<file path="src/rtl/smbus_tmo_pkg.sv">
package smbus_tmo_pkg;
   // Index of the two wires inside the synchroniser vector.
   localparam int unsigned LINE_SCL = 0;
   localparam int unsigned LINE_SDA = 1;
   localparam int unsigned N_LINES  = 2;

   // Counter width able to hold values 0..max_val.
   function automatic int unsigned cnt_width(input int unsigned max_val);
      int unsigned w;
      w = 1;
      while ((1 << w) <= max_val) w++;
      return w;
   endfunction
endpackage

</file>
<file path="src/rtl/smbus_tmo_sync.sv">
module smbus_tmo_sync #(
   parameter int unsigned WIDTH  = 2,
   parameter int unsigned STAGES = 2
) (
   input  logic             clk,
   input  logic             rst_n,
   input  logic [WIDTH-1:0] d_in,
   output logic [WIDTH-1:0] q_out
);
   generate
      if (WIDTH < 1) begin : g_bad_width
         $error("smbus_tmo_sync: WIDTH must be at least 1");
      end
      if (STAGES == 0) begin : g_bypass
         assign q_out = d_in;
      end else begin : g_chain
         for (genvar b = 0; b < WIDTH; b++) begin : g_bit
            logic [STAGES-1:0] chain;
            always_ff @(posedge clk or negedge rst_n) begin
               if (!rst_n) begin
                  chain <= '1;   // wires idle high
               end else if (STAGES == 1) begin
                  chain[0] <= d_in[b];
               end else begin
                  chain <= {chain[STAGES-2:0], d_in[b]};
               end
            end
            assign q_out[b] = chain[STAGES-1];
         end
      end
   endgenerate
endmodule

</file>
<file path="src/rtl/smbus_low_tmo.sv">
module smbus_low_tmo #(
   parameter int unsigned LIMIT = 25
) (
   input  logic clk,
   input  logic rst_n,
   input  logic en,
   input  logic line_hi,
   input  logic tick,
   input  logic clr,
   output logic flag
);
   import smbus_tmo_pkg::*;
   localparam int unsigned CW = cnt_width(LIMIT);
   localparam logic [CW-1:0] LIM_V  = CW'(LIMIT);
   localparam logic [CW-1:0] LAST_V = CW'(LIMIT - 1);

   generate
      if (LIMIT < 1) begin : g_bad_limit
         $error("smbus_low_tmo: LIMIT must be at least 1");
      end
   endgenerate

   logic [CW-1:0] cnt;
   logic          counting;
   logic          hit;

   assign counting = en && !line_hi;
   assign hit      = counting && tick && (cnt == LAST_V);

   always_ff @(posedge clk or negedge rst_n) begin
      if (!rst_n) begin
         cnt <= '0;
      end else if (!counting) begin
         cnt <= '0;                      // reload while SCL high or disabled
      end else if (tick && (cnt != LIM_V)) begin
         cnt <= cnt + 1'b1;              // saturates at LIMIT
      end
   end

   always_ff @(posedge clk or negedge rst_n) begin
      if (!rst_n) begin
         flag <= 1'b0;
      end else if (hit) begin
         flag <= 1'b1;                   // set beats clear
      end else if (clr) begin
         flag <= 1'b0;
      end
   end
endmodule

</file>
<file path="src/rtl/smbus_free_tmo.sv">
module smbus_free_tmo #(
   parameter int unsigned PERIODS = 10
) (
   input  logic clk,
   input  logic rst_n,
   input  logic en,
   input  logic scl_hi,
   input  logic sda_hi,
   input  logic ovf,
   output logic evt
);
   import smbus_tmo_pkg::*;
   // Count runs 0..PERIODS+1; PERIODS+1 marks "already fired".
   localparam int unsigned CW = cnt_width(PERIODS + 1);
   localparam logic [CW-1:0] FIRE_V = CW'(PERIODS);
   localparam logic [CW-1:0] DONE_V = CW'(PERIODS + 1);

   generate
      if (PERIODS < 1) begin : g_bad_periods
         $error("smbus_free_tmo: PERIODS must be at least 1");
      end
   endgenerate

   logic [CW-1:0] cnt;
   logic          idle;
   logic          fire;

   assign idle = en && scl_hi && sda_hi;
   assign fire = idle && ovf && (cnt == FIRE_V);

   always_ff @(posedge clk or negedge rst_n) begin
      if (!rst_n) begin
         cnt <= '0;
      end else if (!idle) begin
         cnt <= '0;
      end else if (ovf && (cnt != DONE_V)) begin
         cnt <= cnt + 1'b1;
      end
   end

   always_ff @(posedge clk or negedge rst_n) begin
      if (!rst_n) evt <= 1'b0;
      else        evt <= fire;
   end
endmodule

</file>
<file path="src/rtl/smbus_timeout_mon.sv">
module smbus_timeout_mon #(
   parameter int unsigned SYNC_STAGES    = 2,
   parameter int unsigned LOW_TIMEOUT_MS = 25,
   parameter int unsigned FREE_PERIODS   = 10
) (
   input  logic clk,
   input  logic rst_n,
   input  logic src_ovf,
   input  logic ms_tick,
   input  logic scl_in,
   input  logic sda_in,
   input  logic low_en,
   input  logic free_en,
   input  logic low_clr,
   output logic low_to_flag,
   output logic free_evt
);
   import smbus_tmo_pkg::*;

   logic [N_LINES-1:0] raw_lines;
   logic [N_LINES-1:0] sync_lines;
   logic               scl_s;
   logic               sda_s;

   assign raw_lines[LINE_SCL] = scl_in;
   assign raw_lines[LINE_SDA] = sda_in;
   assign scl_s = sync_lines[LINE_SCL];
   assign sda_s = sync_lines[LINE_SDA];

   smbus_tmo_sync #(
      .WIDTH  (N_LINES),
      .STAGES (SYNC_STAGES)
   ) u_sync (
      .clk   (clk),
      .rst_n (rst_n),
      .d_in  (raw_lines),
      .q_out (sync_lines)
   );

   smbus_low_tmo #(
      .LIMIT (LOW_TIMEOUT_MS)
   ) u_low (
      .clk     (clk),
      .rst_n   (rst_n),
      .en      (low_en),
      .line_hi (scl_s),
      .tick    (ms_tick),
      .clr     (low_clr),
      .flag    (low_to_flag)
   );

   smbus_free_tmo #(
      .PERIODS (FREE_PERIODS)
   ) u_free (
      .clk    (clk),
      .rst_n  (rst_n),
      .en     (free_en),
      .scl_hi (scl_s),
      .sda_hi (sda_s),
      .ovf    (src_ovf),
      .evt    (free_evt)
   );
endmodule

</file>
<file path="config.mk">
export PLATFORM = sky130hd
export DESIGN_NAME = smbus_timeout_mon
export DESIGN_NICKNAME = d
export VERILOG_FILES = /design/src/rtl/smbus_tmo_pkg.sv /design/src/rtl/smbus_tmo_sync.sv /design/src/rtl/smbus_low_tmo.sv /design/src/rtl/smbus_free_tmo.sv /design/src/rtl/smbus_timeout_mon.sv
export SDC_FILE = /design/constraint.sdc
export NUM_CORES = 1
export LEC_CHECK = 0
export ABC_CLOCK_PERIOD_IN_PS = 1510
export BUFFER_PORTS_ARGS = -buffer_cell sky130_fd_sc_hd__buf_4
export CAP_MARGIN = 20
export CORE_MARGIN = 5
export CORE_UTILIZATION = 35
export CTS_CLUSTER_DIAMETER = 80
export DETAILED_ROUTE_END_ITERATION = 7
export PLACE_DENSITY = 0.65
export SLEW_MARGIN = 10
export SYNTH_ARGS = -nofsm -noshare
export SYNTH_HDL_FRONTEND = slang
export SYNTH_SLANG_ARGS = --single-unit
</file>
<file path="constraint.sdc">
create_clock -name clk -period 1.51 [get_ports clk]
set_clock_uncertainty 0.2 [all_clocks]
set_input_delay 0.0755 -clock clk [delete_from_list [all_inputs] [get_ports clk]]
set_output_delay 0.0755 -clock clk [all_outputs]
set_load 0.005 [all_outputs]
</file>
==> results.md, run 1 <==
* Status: complete, no violations
* DRT antenna net count at 0
* DR vias/cell at 4.83
* Synth async-reset ratio at 100%
* CP max-delay cell: dfrtp_1
* F_max at 702 MHz
* Final setup fails at 0
* Yosys Warn Count at 0
* Initial Util at 37.1%
* Max cap viols at 0
* Core area at 0.00196 mm^2
* HP Class: input port to register
* Cell Rows at 16
* HPWL Detailed at 937 um
* RD Place Congestion at 0.754
* DR pass1 iterations at 4
* Net Switching at 0.149 mW
* Final Util at 49.0%
* Commonest non-fill, non-tap cells in the layout: 13 x buf_4, 11 x dfrtp_1, 7 x dlygate4sd3_1
* Num CTS Buffers at 3
* Mapped Cells at 64
* PD cells at 731 mW/mm^2
* TNS Setup at 0 ns
* Gate power share at 9.7%
* Top Ports at 11
* Residual DRC at 0
* EDFF count, synth at 0
* Max-slew violation count at 0
* Clk_lat worst skew at 0.28 ns
* Worst slew margin relative to its limit at 66.8%
* Vias in the first global route at 577
* Leading cell type in the layout, fill and taps excluded: buf_4
* Syn Nets at 78
* Syn Area/Cell at 11.4 um^2
* Clock Tree Root: clkbuf_4
* CP Capture Type: register
* Distinct cell type count after synthesis at 23
* Die X at 55.6 um
* Area Overhead vs Synth at 32.4%
* Peak VDD IR at 687 uV
* Internal Pwr Total at 0.554 mW
* Max clock buf depth at 2
* Worst-path fanout max at 5
* Total wire length at 1230 um
* RSZ-0062 raised after global routing: no
* Switching Fraction at 21.2%
* Share of power burned in registers at 59.6%
* Layout cell share with drive strength beyond 1 at 25.0%
* Cell family with most CP delay: flip-flops
* Worst setup margin at 0.0847 ns
* Overall routing resource usage at 9.31%
* Worst path bufs/invs at 1
* Largest net degree at the start of global routing at 12
* Clk pwr share at 30.7%
* Crit-path cells: inv_1 > ha_1 > nand4b_4 > a211o_1 > nand2_1
* Power Total at 0.703 mW
* Ant. Diodes at 0
* Final period util at 94.4%
* # nets final at 103
* CP peak stage delay at 0.40 ns
* Crit start category: register
* PortBufs at 10
* Post-CTS setup buffer count at 0
* Post-place setup slack at 0.0920 ns
* Final min period at 1.43 ns
* Clock slew at reported path FFs at 0.08 ns
* H-Tree Depth at 1
* Drt wl/cell at 10.7 um
* First-pass GRT wire length at 2350 um
* Final Hold Fails at 0
* Clock sinks at 15
* Total gr overflow at 0
* Vert. Die Dim at 55.6 um
* Total die area at 0.00309 mm^2
* Top FF cell, synth: dfrtp_1
* Register area share after synthesis at 52.3%
* Vias at 555
* Critical path type: register to register
* Worst Path Required at 1.53 ns
* Critical Path AT at 1.45 ns
* Initial antenna violation count at 0
* CTS tree: yes
* Worst hold slack at 0.0314 ns
* Mapped Area at 727 um^2
* LEAKAGE at 0.464 nW
* Slew @ Worst Pin at 0.498 ns
* Starting DRT DRC Count at 8
* Number of synthesized register bits at 15
[final cells by class]
| class | instances | area (um^2) |
|---|---|---|
| sequential | 15 | 380 |
| tap | 27 | 33.8 |
| inverter | 5 | 18.8 |
| timing repair buffer | 21 | 180 |
| multi-input combinational | 43 | 323 |
| clock buffer | 4 | 26.3 |
| fill | 190 | 1000 |
[power by group through the flow]
stage                     Clock, mW  Combinational, mW  Sequential (mW)
final                         0.216             0.0684            0.419
after global routing          0.251             0.0774            0.420
after CTS                     0.225             0.0695            0.419
after detailed placement          0             0.0528            0.426
after global placement            0             0.0519            0.426
after floorplan                   0             0.0195            0.425
[sequential cells by signal, summed over array words and instances, names as in the netlist]
register	cells
u_free.evt	1
u_free.cnt	4
u_low.flag	1
u_low.cnt	5
u_sync.g_chain.g_bit.chain	4
[logic make-up (layout without fill, tap and decap cells)]
family | Yosys count | in the layout | synth area share (%)
AOI/OAI and AO/OA | 9 | 9 | 9.98
xor gates and xnor gates | 3 | 3 | 3.62
adders and majority gates | 5 | 5 | 8.61
buffers and inverters | 6 | 30 | 3.27
DFF | 15 | 15 | 52.3
muxes | 1 | 1 | 1.38
and+or+nand+nor | 25 | 25 | 20.8
[layer usage]
metal  wire (um)  GRT usage [%]  vias up
li1            -              -      273
met1         572           12.1      268
met2         574           14.4       12
met3          77           3.71        2
met4           8           2.43        0
met5           0              0        -
[timing repair]
action | 4_1_cts | 5_1_grt
setup endpoints to repair | 0 | 11
resized for setup | 0 | 1
endpoints found under the hold margin | 25 | 0
hold buffers | 8 | 0
[cell usage after synthesis (all sizes together) (2+ instances only)]
cell    instances  area [um^2]
nand2b          2         12.5
nand4b          4         50.1
dfrtp          11          275
nand4           4         25.0
a211o           3         26.3
nand2           6         22.5
dfstp           4          105
xor2            3         26.3
ha              5         62.6
inv             5         18.8
nor2            6         22.5
[stage by stage]
step                      cells  cell area [um^2]
after floorplan              64               727
after global placement      103               853
after detailed placement    103               853
after CTS                   115               960
after global routing        115               962
final                       115               962
[final timing paths]
kind	start	to	slack, ns	cells past startpoint
max	u_low.cnt[1]	u_low.cnt[0]	0.08	5
min	low_en	u_low.flag	0.03	4
max reg2reg	u_low.cnt[1]	u_low.cnt[0]	0.08	5
min reg2reg	u_sync.g_chain.g_bit[0].chain[0]	u_sync.g_chain.g_bit[0].chain[1]	0.16	0
max in group asynchronous	rst_n	u_low.cnt[1]	0.47	3
min in group asynchronous	rst_n	u_sync.g_chain.g_bit[0].chain[1]	0.10	2
[tightest hold or removal path, stage by stage]
cell and delay, ns:
buf_4 0.11, nor2b_1 0.15, nand2_1 0.07, o22ai_1 0.06
Note: power is estimated with default switching activity, not from simulation.
==> run 2: changes to the inputs <==
--- a/config.mk
+++ b/config.mk
@@ -13,6 +13,7 @@
 export CTS_CLUSTER_DIAMETER = 80
 export DETAILED_ROUTE_END_ITERATION = 7
 export PLACE_DENSITY = 0.65
+export REMOVE_ABC_BUFFERS = 1
 export SLEW_MARGIN = 10
 export SYNTH_ARGS = -nofsm -noshare
 export SYNTH_HDL_FRONTEND = slang
==> run 2 against run 1 <==
Compared with the run above: flip-flop and latch count did not move; final cell count rose by 1.7%; critical path depth did not move; via count fell by 4.7%; routed wire length rose by 1.1%; fmax rose by 0.96%; utilization rose by 0.96 points; cell area rose by 2.0%; first-iteration DRC count rose by 13%; power rose by 0.48%; sequential power barely moved; combinational power barely moved; critical path type unchanged; highest routed layer unchanged.
==> results.md, run 2 (same netlist as run 1, synthesis figures left out) <==
* Clock slew at reported path FFs at 0.08 ns
* Initial Util at 37.1%
* DRT antenna net count at 0
* Cell Rows at 16
* Overall routing resource usage at 10.0%
* HP Class: input port to register
* Placed cells at 103
* Worst Path Required at 1.53 ns
* Ant. Diodes at 0
* Clock Tree Root: clkbuf_4
* Cell area after layout at 981 um^2
* PD cells at 720 mW/mm^2
* LEAKAGE at 0.477 nW
* Critical path type: register to register
* Peak VDD IR at 599 uV
* Final Non-Filler Cells at 117
* Starting DRT DRC Count at 9
* Largest Register: u_low.cnt
* Crit Reg-Reg Endpoint: u_low.cnt[1]
* Number of cells on the worst hold path at 4
* Layout cell share with drive strength beyond 1 at 28.9%
* Post-place setup slack at 0.0947 ns
* Worst setup margin at 0.0983 ns
* Residual DRC at 0
* Final period util at 93.5%
* Worst-case reg-to-reg path depth at 5
* Total gr overflow at 0
* CTS tree: yes
* TNS Setup at 0 ns
* Fill count at 204
* RD Place Congestion at 0.757
* PortBufs at 10
* Number of flip-flops in the largest register at 5
* RSZ-0062 raised after global routing: no
* Flop2flop setup slack at 0.1 ns
* # nets final at 105
* Final setup fails at 0
* Max-slew violation count at 0
* Power Total at 0.706 mW
* Leading cell type in the layout, fill and taps excluded: buf_4
* Vert. Die Dim at 55.6 um
* F_max at 708 MHz
* Status: complete, no violations
* Max cap viols at 0
* CP startpoint: u_low.cnt[1]
* Worst slew margin relative to its limit at 66.9%
* Commonest non-fill, non-tap cells in the layout: 15 x buf_4, 11 x dfrtp_1, 7 x dlygate4sd3_1
* Die X at 55.6 um
* Total die area at 0.00309 mm^2
* Total wire length at 1250 um
* Clk_lat worst skew at 0.28 ns
* Dpl cell area at 853 um^2
* Final min period at 1.41 ns
* First-pass GRT wire length at 2450 um
* Hold path start: low_en
* Vias at 529
* Top Ports at 11
* Crit start category: register
* Worst Hold End: u_low.cnt[0]
* Core area at 0.00196 mm^2
* DR pass1 iterations at 3
* Top Registers: u_low.cnt x5, u_free.cnt x4, u_sync.g_chain.g_bit.chain x4
* Worst-path fanout max at 5
* Clock sinks at 15
* Slew @ Worst Pin at 0.497 ns
* DR vias/cell at 4.52
* Area Overhead vs Synth at 34.9%
* Max clock buf depth at 2
* Critical Path AT at 1.43 ns
* RR Startpoint: u_low.cnt[1]
* Vias in the first global route at 559
* HPWL Detailed at 924 um
* Num CTS Buffers at 3
* Initial antenna violation count at 0
* CP Capture Type: register
* Largest net degree at the start of global routing at 12
* Drt wl/cell at 10.6 um
* H-Tree Depth at 1
* Final Hold Fails at 0
==> run 2: cell count changes in the layout (fill, tap and decap cells not counted) <==
cell,previous run,this run
ha_2,0,1
buf_4,13,15
ha_1,5,4
clkbuf_1,1,0
clkinv_2,0,1
==> run 2: through the flow <==
step,util [%],hold WS [ns]
6_report,50.0,0.0188
5_1_grt,50.0,0.0285
4_1_cts,49.0,0.0116
3_5_place_dp,43.5,-0.257
3_3_place_gp,43.5,-0.255
2_1_floorplan,-,-0.420
==> run 2: cell type report <==
| type | count | area (um^2) | area share (%) |
|---|---|---|---|
| Timing Repair Buffer | 23 | 195 | 19.9 |
| Clock inverter | 1 | 5.00 | 0.510 |
| Clock buffer | 3 | 22.5 | 2.30 |
| Multi-Input combinational cell | 43 | 325 | 33.2 |
| Tap cell | 27 | 33.8 | 3.44 |
| Sequential cell | 15 | 380 | 38.8 |
| Inverter | 5 | 18.8 | 1.91 |
==> run 2: per-layer routing <==
layer	vias to the layer above	track usage [%]	wire, um
met5	-	0	0
met1	238	11.7	584
met3	2	4.87	72
met2	9	16.2	571
li1	280	-	-
met4	0	3.13	17
==> run 2: repair_timing <==
item,4_1_cts,5_1_grt
endpoints found under the setup margin,0,14
endpoints found under the hold margin,25,0
setup buffers,0,2
hold buffers,8,0
gates resized for setup,0,2
==> run 2: worst max path at each step <==
stage / depth (start not counted) / slack [ns] / endpoint
final: 5 / 0.1 / u_low.cnt[1]
after global routing: 4 / 0.02 / u_free.cnt[1]
after CTS: 3 / 0.04 / u_free.evt
after detailed placement: 5 / 0.09 / u_low.cnt[0]
after global placement: 5 / 0.13 / u_low.cnt[0]
after floorplan: 5 / 0.12 / u_low.cnt[0]
==> run 2: worst max-delay path, stage by stage, from the launching register on <==
cell and delay (ns):
dfrtp_1 0.40, inv_1 0.08, ha_2 0.19, nand4b_4 0.14
a211oi_2 0.23, a41o_1 0.11
==> run 2: report_power, final <==
group / total, mW / leakage, nW / internal, mW / switching [mW]
Sequential: 0.418 / 0.195 / 0.414 / 0.00468
Clock: 0.219 / 0.0177 / 0.0982 / 0.121
Combinational: 0.0684 / 0.264 / 0.0380 / 0.0304
